--- src/rtl/acc_cpu_pkg.sv ---
package acc_cpu_pkg;

   typedef enum logic [2:0] {
      ST_VEC, ST_OPC, ST_ARG, ST_IND, ST_EXE, ST_WR, ST_HALT
   } state_e;

   typedef enum logic [3:0] {
      K_NOP, K_HLT, K_LDA, K_STA, K_ADD, K_SUB, K_JMP, K_SEQ, K_SFL, K_TGF
   } kind_e;

   typedef struct packed {
      logic [1:0] grp;
      logic [1:0] mode;
      logic [3:0] op;
   } opcode_t;

   localparam logic [3:0] NIB_SYS = 4'h0;
   localparam logic [3:0] NIB_IMM = 4'h5;
   localparam logic [3:0] NIB_IND = 4'h6;

   localparam int FLG_C = 0;
   localparam int FLG_Z = 1;
   localparam int FLG_N = 2;
   localparam int FLG_E = 3;
   localparam int NFLAGS = 4;

endpackage

--- src/rtl/acc_decode.sv ---
module acc_decode
   import acc_cpu_pkg::*;
(
   input  logic [7:0] opc,
   output kind_e      kind,
   output logic       ind
);

   opcode_t o;

   always_comb begin
      o    = opcode_t'(opc);
      kind = K_NOP;
      ind  = 1'b0;
      case ({o.grp, o.mode})
         NIB_SYS: begin
            if (o.op == 4'h1) kind = K_HLT;
         end
         NIB_IMM, NIB_IND: begin
            ind = ({o.grp, o.mode} == NIB_IND);
            case (o.op)
               4'h0:    kind = K_LDA;
               4'h1:    kind = K_STA;
               4'h2:    kind = K_ADD;
               4'h3:    kind = K_SUB;
               4'h4:    kind = K_JMP;
               4'h5:    kind = K_SEQ;
               4'h6:    kind = K_SFL;
               4'h7:    kind = K_TGF;
               default: kind = K_NOP;
            endcase
            if (kind == K_NOP) ind = 1'b0;
         end
         default: kind = K_NOP;
      endcase
   end

endmodule

--- src/rtl/acc_alu.sv ---
module acc_alu #(
   parameter int DW             = 8,
   parameter bit NOBORROW_CARRY = 1'b1
) (
   input  logic [DW-1:0] a,
   input  logic [DW-1:0] b,
   input  logic          sub,
   output logic [DW-1:0] res,
   output logic          cout
);

   logic [DW:0] sum;

   always_comb begin
      if (sub) sum = {1'b0, a} + {1'b0, ~b} + {{DW{1'b0}}, 1'b1};
      else     sum = {1'b0, a} + {1'b0, b};
   end

   assign res = sum[DW-1:0];

   generate
      if (NOBORROW_CARRY) begin : g_noborrow
         assign cout = sum[DW];
      end else begin : g_borrow
         assign cout = sub ? ~sum[DW] : sum[DW];
      end
   endgenerate

endmodule

--- src/rtl/acc_cpu_core.sv ---
module acc_cpu_core
   import acc_cpu_pkg::*;
#(
   parameter int             DW             = 8,
   parameter int             AW             = 8,
   parameter logic [AW-1:0]  RESET_VEC      = '1,
   parameter bit             NOBORROW_CARRY = 1'b1
) (
   input  logic          clk,
   input  logic          rst_n,
   input  logic          wait_n,
   output logic [AW-1:0] mem_addr,
   input  logic [DW-1:0] mem_rdata,
   output logic [DW-1:0] mem_wdata,
   output logic          rd_n,
   output logic          wr_n,
   output logic          abe_n,
   output logic          dbe_n,
   output logic [DW-1:0] status_o
);

   localparam logic [AW-1:0] IP_STEP = AW'(1);
   localparam logic [AW-1:0] IP_SKIP = AW'(2);

   generate
      if (AW != DW) begin : g_bad_aw
         $error("acc_cpu_core: AW must equal DW, since IP is loaded from a data byte");
      end
      if (DW < 8) begin : g_bad_dw
         $error("acc_cpu_core: DW must be at least 8 to hold an opcode");
      end
   endgenerate

   state_e               state;
   logic [AW-1:0]        ip;
   logic [DW-1:0]        acc;
   logic [DW-1:0]        opr;
   logic [7:0]           ir;
   logic [NFLAGS-1:0]    flags;

   kind_e                kind;
   logic                 ind;
   logic [DW-1:0]        alu_res;
   logic                 alu_c;

   acc_decode u_dec (
      .opc  (ir),
      .kind (kind),
      .ind  (ind)
   );

   acc_alu #(.DW(DW), .NOBORROW_CARRY(NOBORROW_CARRY)) u_alu (
      .a    (acc),
      .b    (opr),
      .sub  (kind == K_SUB),
      .res  (alu_res),
      .cout (alu_c)
   );

   logic rd_req, wr_req, bus_own;

   always_comb begin
      rd_req   = 1'b0;
      wr_req   = 1'b0;
      mem_addr = '0;
      if (rst_n) begin
         case (state)
            ST_VEC: begin rd_req = 1'b1; mem_addr = RESET_VEC; end
            ST_OPC: if (wait_n) begin rd_req = 1'b1; mem_addr = ip; end
            ST_ARG: begin rd_req = 1'b1; mem_addr = ip; end
            ST_IND: begin rd_req = 1'b1; mem_addr = opr[AW-1:0]; end
            ST_WR:  begin wr_req = 1'b1; mem_addr = opr[AW-1:0]; end
            default: ;
         endcase
      end
   end

   always_comb begin
      bus_own = 1'b0;
      if (rst_n) begin
         bus_own = (state inside {ST_VEC, ST_ARG, ST_IND, ST_WR})
                   || (state == ST_OPC && wait_n);
      end
   end

   assign rd_n      = ~rd_req;
   assign wr_n      = ~wr_req;
   assign abe_n     = ~bus_own;
   assign dbe_n     = ~(rst_n && state == ST_WR);
   assign mem_wdata = wr_req ? acc : '0;
   assign status_o  = {{(DW-NFLAGS){1'b0}}, flags};

   state_e after_arg;

   always_comb begin
      case (kind)
         K_HLT:   after_arg = ST_HALT;
         K_NOP:   after_arg = ST_OPC;
         K_STA:   after_arg = ind ? ST_IND : ST_WR;
         default: after_arg = ind ? ST_IND : ST_EXE;
      endcase
   end

   always_ff @(posedge clk or negedge rst_n) begin
      if (!rst_n) begin
         state <= ST_VEC;
         ip    <= '0;
         acc   <= '0;
         opr   <= '0;
         ir    <= '0;
         flags <= '0;
      end else begin
         case (state)
            ST_VEC: begin
               ip    <= mem_rdata[AW-1:0];
               state <= ST_OPC;
            end
            ST_OPC: begin
               if (wait_n) begin
                  ir    <= mem_rdata[7:0];
                  ip    <= ip + IP_STEP;
                  state <= ST_ARG;
               end
            end
            ST_ARG: begin
               opr   <= mem_rdata;
               ip    <= ip + IP_STEP;
               state <= after_arg;
            end
            ST_IND: begin
               opr   <= mem_rdata;
               state <= (kind == K_STA) ? ST_WR : ST_EXE;
            end
            ST_EXE: begin
               case (kind)
                  K_LDA: begin
                     acc          <= opr;
                     flags[FLG_Z] <= (opr == '0);
                     flags[FLG_N] <= opr[DW-1];
                  end
                  K_ADD, K_SUB: begin
                     acc          <= alu_res;
                     flags[FLG_C] <= alu_c;
                     flags[FLG_Z] <= (alu_res == '0);
                     flags[FLG_N] <= alu_res[DW-1];
                  end
                  K_JMP: ip <= opr[AW-1:0];
                  K_SEQ: if (acc == opr) ip <= ip + IP_SKIP;
                  K_SFL: flags <= flags | opr[NFLAGS-1:0];
                  K_TGF: flags <= flags ^ opr[NFLAGS-1:0];
                  default: ;
               endcase
               state <= ST_OPC;
            end
            ST_WR:   state <= ST_OPC;
            default: state <= ST_HALT;
         endcase
      end
   end

endmodule

--- config.mk ---
export PLATFORM = sky130hd
export DESIGN_NAME = acc_cpu_core
export DESIGN_NICKNAME = d
export VERILOG_FILES = /design/src/rtl/acc_cpu_pkg.sv /design/src/rtl/acc_decode.sv /design/src/rtl/acc_alu.sv /design/src/rtl/acc_cpu_core.sv
export SDC_FILE = /design/constraint.sdc
export NUM_CORES = 1
export LEC_CHECK = 0
export BUFFER_PORTS_ARGS = -buffer_cell sky130_fd_sc_hd__buf_2
export CORE_MARGIN = 4
export CORE_UTILIZATION = 60
export CTS_CLUSTER_SIZE = 16
export DETAILED_ROUTE_END_ITERATION = 10
export PLACE_DENSITY = 0.9
export SLEW_MARGIN = 0
export SYNTH_ARGS = -nofsm -noshare
export SYNTH_HDL_FRONTEND = slang
export SYNTH_SLANG_ARGS = --single-unit
export TNS_END_PERCENT = 1
--- constraint.sdc ---
create_clock -name clk -period 2.8 [get_ports clk]
set_input_delay 0.56 -clock clk [delete_from_list [all_inputs] [get_ports clk]]
set_output_delay 0.56 -clock clk [all_outputs]
set_load 0.05 [all_outputs]
==> impl_results.md <==
- CTS tree: done
- Post-layout power: 4.90 mW
- Worst hold path class: in -> async
- DRC violation count after routing: 0
- Share of layout cells above drive strength 1: 17.6%
- Antenna fix cells: 0
- Depth of the CTS H-tree: 2
- Largest cells by area after synthesis: sky130_fd_sc_hd__dfrtp_1 (27%), sky130_fd_sc_hd__ha_1 (7.9%), sky130_fd_sc_hd__o21ai_0 (6.0%), sky130_fd_sc_hd__nand2_1 (5.3%), sky130_fd_sc_hd__a21oi_1 (5.2%)
- Data arrival time of the critical path: 2.09 ns
- # Max-Cap Violations: 0
- Height of the chip: 85.9 µm
- Number of buffers created by CTS: 5
- Hold-fix buffers at CTS: 0
- Top-area cell type share of the netlist area: 26.8%
- Detailed placement HPWL: 8400 µm
- Category of the worst setup path launch point: flop
- Async set-or-reset flop fraction in the synthesized netlist: 100%
- Crit path capture type: output pin
- #FFs+latches synth: 39
- GRT Overall Usage: 31.0%
- Max Buffers Root-to-Sink: 2
- CORE AREA: 5920 µm²
- Highest attainable clock frequency: 377 MHz
- # rows: 28
- Finish-stage setup viols: 0
- Number of nets with antenna violations after detailed routing: 0
- Actual slew at the worst max-slew pin: 0.595 ns
- # clock sinks: 39
- Post-route cell area: 4030 µm²
- Worst VDD drop: 817 µV
- Area of the die: 7390 µm²
- Area leader, netlist: sky130_fd_sc_hd__dfrtp_1
- Critical path peak fanout: 16
- Sequential cell area fraction in the yosys report: 26.8%
- Initial detailed-routing violation count: 387
- Crit path kind: reg -> out
- Final Hold Slack: 0.247 ns
- Number of antenna violations at the first check in global routing: 0
- Vias in the first global route: 3,411
- Starting Density: 61.6%
- First-pass GRT wire length: 17,800 µm
- Reg-to-reg setup timing slack: 0.16 ns
- Unrepaired setup endpoints after global routing: no
- Latest clock arrival within the worst-skew pair: 0.30 ns
- Quantity of I/O buffers inserted on ports: 34
- Average via count per standard cell: 6.39
- EDFF count, synth: 0
- Instance area at placement: 3900 µm²
- Synth unique cells: 59
- Number of fill cells: 519
- Post-CTS resize count: 0
- Area added between synthesis and finish: 10.4%
- Commonest register cell after synthesis: sky130_fd_sc_hd__dfrtp_1
- Total Wirelength: 11,100 µm
- Final weighted congestion in routability-driven placement: 0.948
- Time the worst path needs with I/O delays and setup: 2.65 ns
- Total count of max-transition violations in the final report: 0
- Leakage: 1.87 nW
- Avg Cell Area, Syn: 7.92 µm²
- Average wire length per cell after detail routing: 19.7 µm
- Buffers inserted by post-CTS timing repair: 0
- Cell count after placement: 557
- Number of instances in the synthesized netlist: 460
- Crit share post-route: 94.6%
- Final count of hold timing violations: 0
- Pin count of the biggest net entering global routing: 29
- Clock transition time at the flip-flop clock pins of the worst setup and hold paths: 0.08 ns
- NumNets Final: 525
- Required arrival time at the worst endpoint: 2.24 ns
- Total power density per cell area: 1220 nW/µm²
- Post-synthesis instance area: 3640 µm²
- TNS Setup: 0 ns
- Warnings from Yosys: 0
- Outcome: completed
- Clock Tree Root: sky130_fd_sc_hd__clkbuf_8
- Congestion Overflow GR: 0
- Layout Skew: 0.00536 ns
- Total number of vias: 3,608
- Headroom to the max-slew limit: 60.3%
- Horiz. Die Dim: 85.9 µm
- # IOs: 39
- Final cell count without fillers: 565
- Number of iterations in the first detailed-routing pass: 5
## flip-flops by register name, indices dropped and copies added (netlist names)
name	cells
ip	8
state	3
flags	4
acc	8
opr	8
ir	8
## cell usage after synthesis (5+ instances only)
master	number
sky130_fd_sc_hd__buf_4	5
sky130_fd_sc_hd__mux2i_1	18
sky130_fd_sc_hd__a21oi_1	38
sky130_fd_sc_hd__inv_1	28
sky130_fd_sc_hd__nand3_1	8
sky130_fd_sc_hd__ha_1	23
sky130_fd_sc_hd__nand4_1	6
sky130_fd_sc_hd__nor2_1	26
sky130_fd_sc_hd__and2_1	10
sky130_fd_sc_hd__xnor2_1	10
sky130_fd_sc_hd__clkbuf_1	21
sky130_fd_sc_hd__nor2b_1	10
sky130_fd_sc_hd__nand2b_1	10
sky130_fd_sc_hd__nand2_1	51
sky130_fd_sc_hd__a221oi_1	19
sky130_fd_sc_hd__a21o_1	6
sky130_fd_sc_hd__nor3_1	9
sky130_fd_sc_hd__mux2_2	9
sky130_fd_sc_hd__o21ai_0	44
sky130_fd_sc_hd__dfrtp_1	39
## report_power, final
group,switching (mW),internal (mW)
combinational,2.01,1.20
sequential,0.388,0.804
clock,0.214,0.289
## placed cells by master (no fill, tap or decap), types with 4 or more instances in the layout
cell                       count
sky130_fd_sc_hd__nor2b_1      10
sky130_fd_sc_hd__o31ai_1       4
sky130_fd_sc_hd__buf_4        20
sky130_fd_sc_hd__nand2b_1     10
sky130_fd_sc_hd__ha_1         22
sky130_fd_sc_hd__a21o_1        6
sky130_fd_sc_hd__xnor2_1      10
sky130_fd_sc_hd__a31oi_1       4
sky130_fd_sc_hd__nor3_1        9
sky130_fd_sc_hd__nand4_1       6
sky130_fd_sc_hd__dfrtp_1      37
sky130_fd_sc_hd__conb_1        4
sky130_fd_sc_hd__nor2_1       26
sky130_fd_sc_hd__a221oi_1     19
sky130_fd_sc_hd__clkbuf_8      6
sky130_fd_sc_hd__mux2i_1      18
sky130_fd_sc_hd__inv_1        28
sky130_fd_sc_hd__nand2_1      51
sky130_fd_sc_hd__and3_1        4
sky130_fd_sc_hd__mux2_2        9
sky130_fd_sc_hd__o21ai_0      43
sky130_fd_sc_hd__a21oi_1      36
sky130_fd_sc_hd__nand3_1       8
sky130_fd_sc_hd__buf_2        33
sky130_fd_sc_hd__and2_1       10
## final cells by class
type	count	area (µm²)	area share (%)
tap	75	93.8	2.33
clock inverter	2	35.0	0.870
sequential	39	978	24.3
inverter	28	105	2.61
multi-input combinational	361	2410	59.8
clock buffer	6	82.6	2.05
timing repair buffer	54	323	8.02
## layer usage
layer | up-vias | wire length, µm | track usage, %
met5 | - | 0 | 0
met4 | 0 | 359 | 10.6
met3 | 39 | 855 | 4.32
met2 | 190 | 5070 | 48.8
met1 | 1686 | 4830 | 43.5
li1 | 1693 | - | -
## path summary, 6_finish.rpt
kind | startpoint | end | cells after the start
worst max-delay path | state[0]$_DFFE_PN0P_ | mem_addr[0] | 6
worst min-delay path | rst_n | ir[7]$_DFFE_PN0P_ | 2
worst max register to register | acc[0]$_DFFE_PN0P_ | flags[1]$_DFFE_PN0P_ | 11
worst min register to register | ir[2]$_DFFE_PN0P_ | ir[2]$_DFFE_PN0P_ | 1
max in group asynchronous | rst_n | ip[0]$_DFFE_PN0P_ | 3
min in group clk | mem_rdata[7] | opr[7]$_DFFE_PN0P_ | 3
## metrics by stage
step	setup WS, ns	util, %
after global placement	0.257	65.8
final	0.151	68.0
after global routing	0.0321	68.0
after floorplan	-0.102	-
after CTS	0.0520	67.8
after detailed placement	0.157	65.8
## cells by family (layout without fill, tap and decap cells)
group	after synthesis	after routing	synth area share, %
xor gates and xnor gates	13	13	3.12
buffers and inverters	63	90	7.76
and+or+nand+nor	157	157	22.0
AOI/OAI and AO/OA	135	135	23.5
other	1	4	0.103
muxes	27	27	7.72
adders and majority gates	25	25	8.99
DFF	39	39	26.8
## critical path, stage by stage, from the launching register on
cell and delay (ns):
sky130_fd_sc_hd__dfrtp_2 0.50, sky130_fd_sc_hd__buf_4 0.27, sky130_fd_sc_hd__nand2b_1 0.18, sky130_fd_sc_hd__nand2_1 0.14, sky130_fd_sc_hd__nand2_1 0.22, sky130_fd_sc_hd__a21oi_2 0.21
sky130_fd_sc_hd__buf_2 0.28
Note: power is estimated with default switching activity, not from simulation.
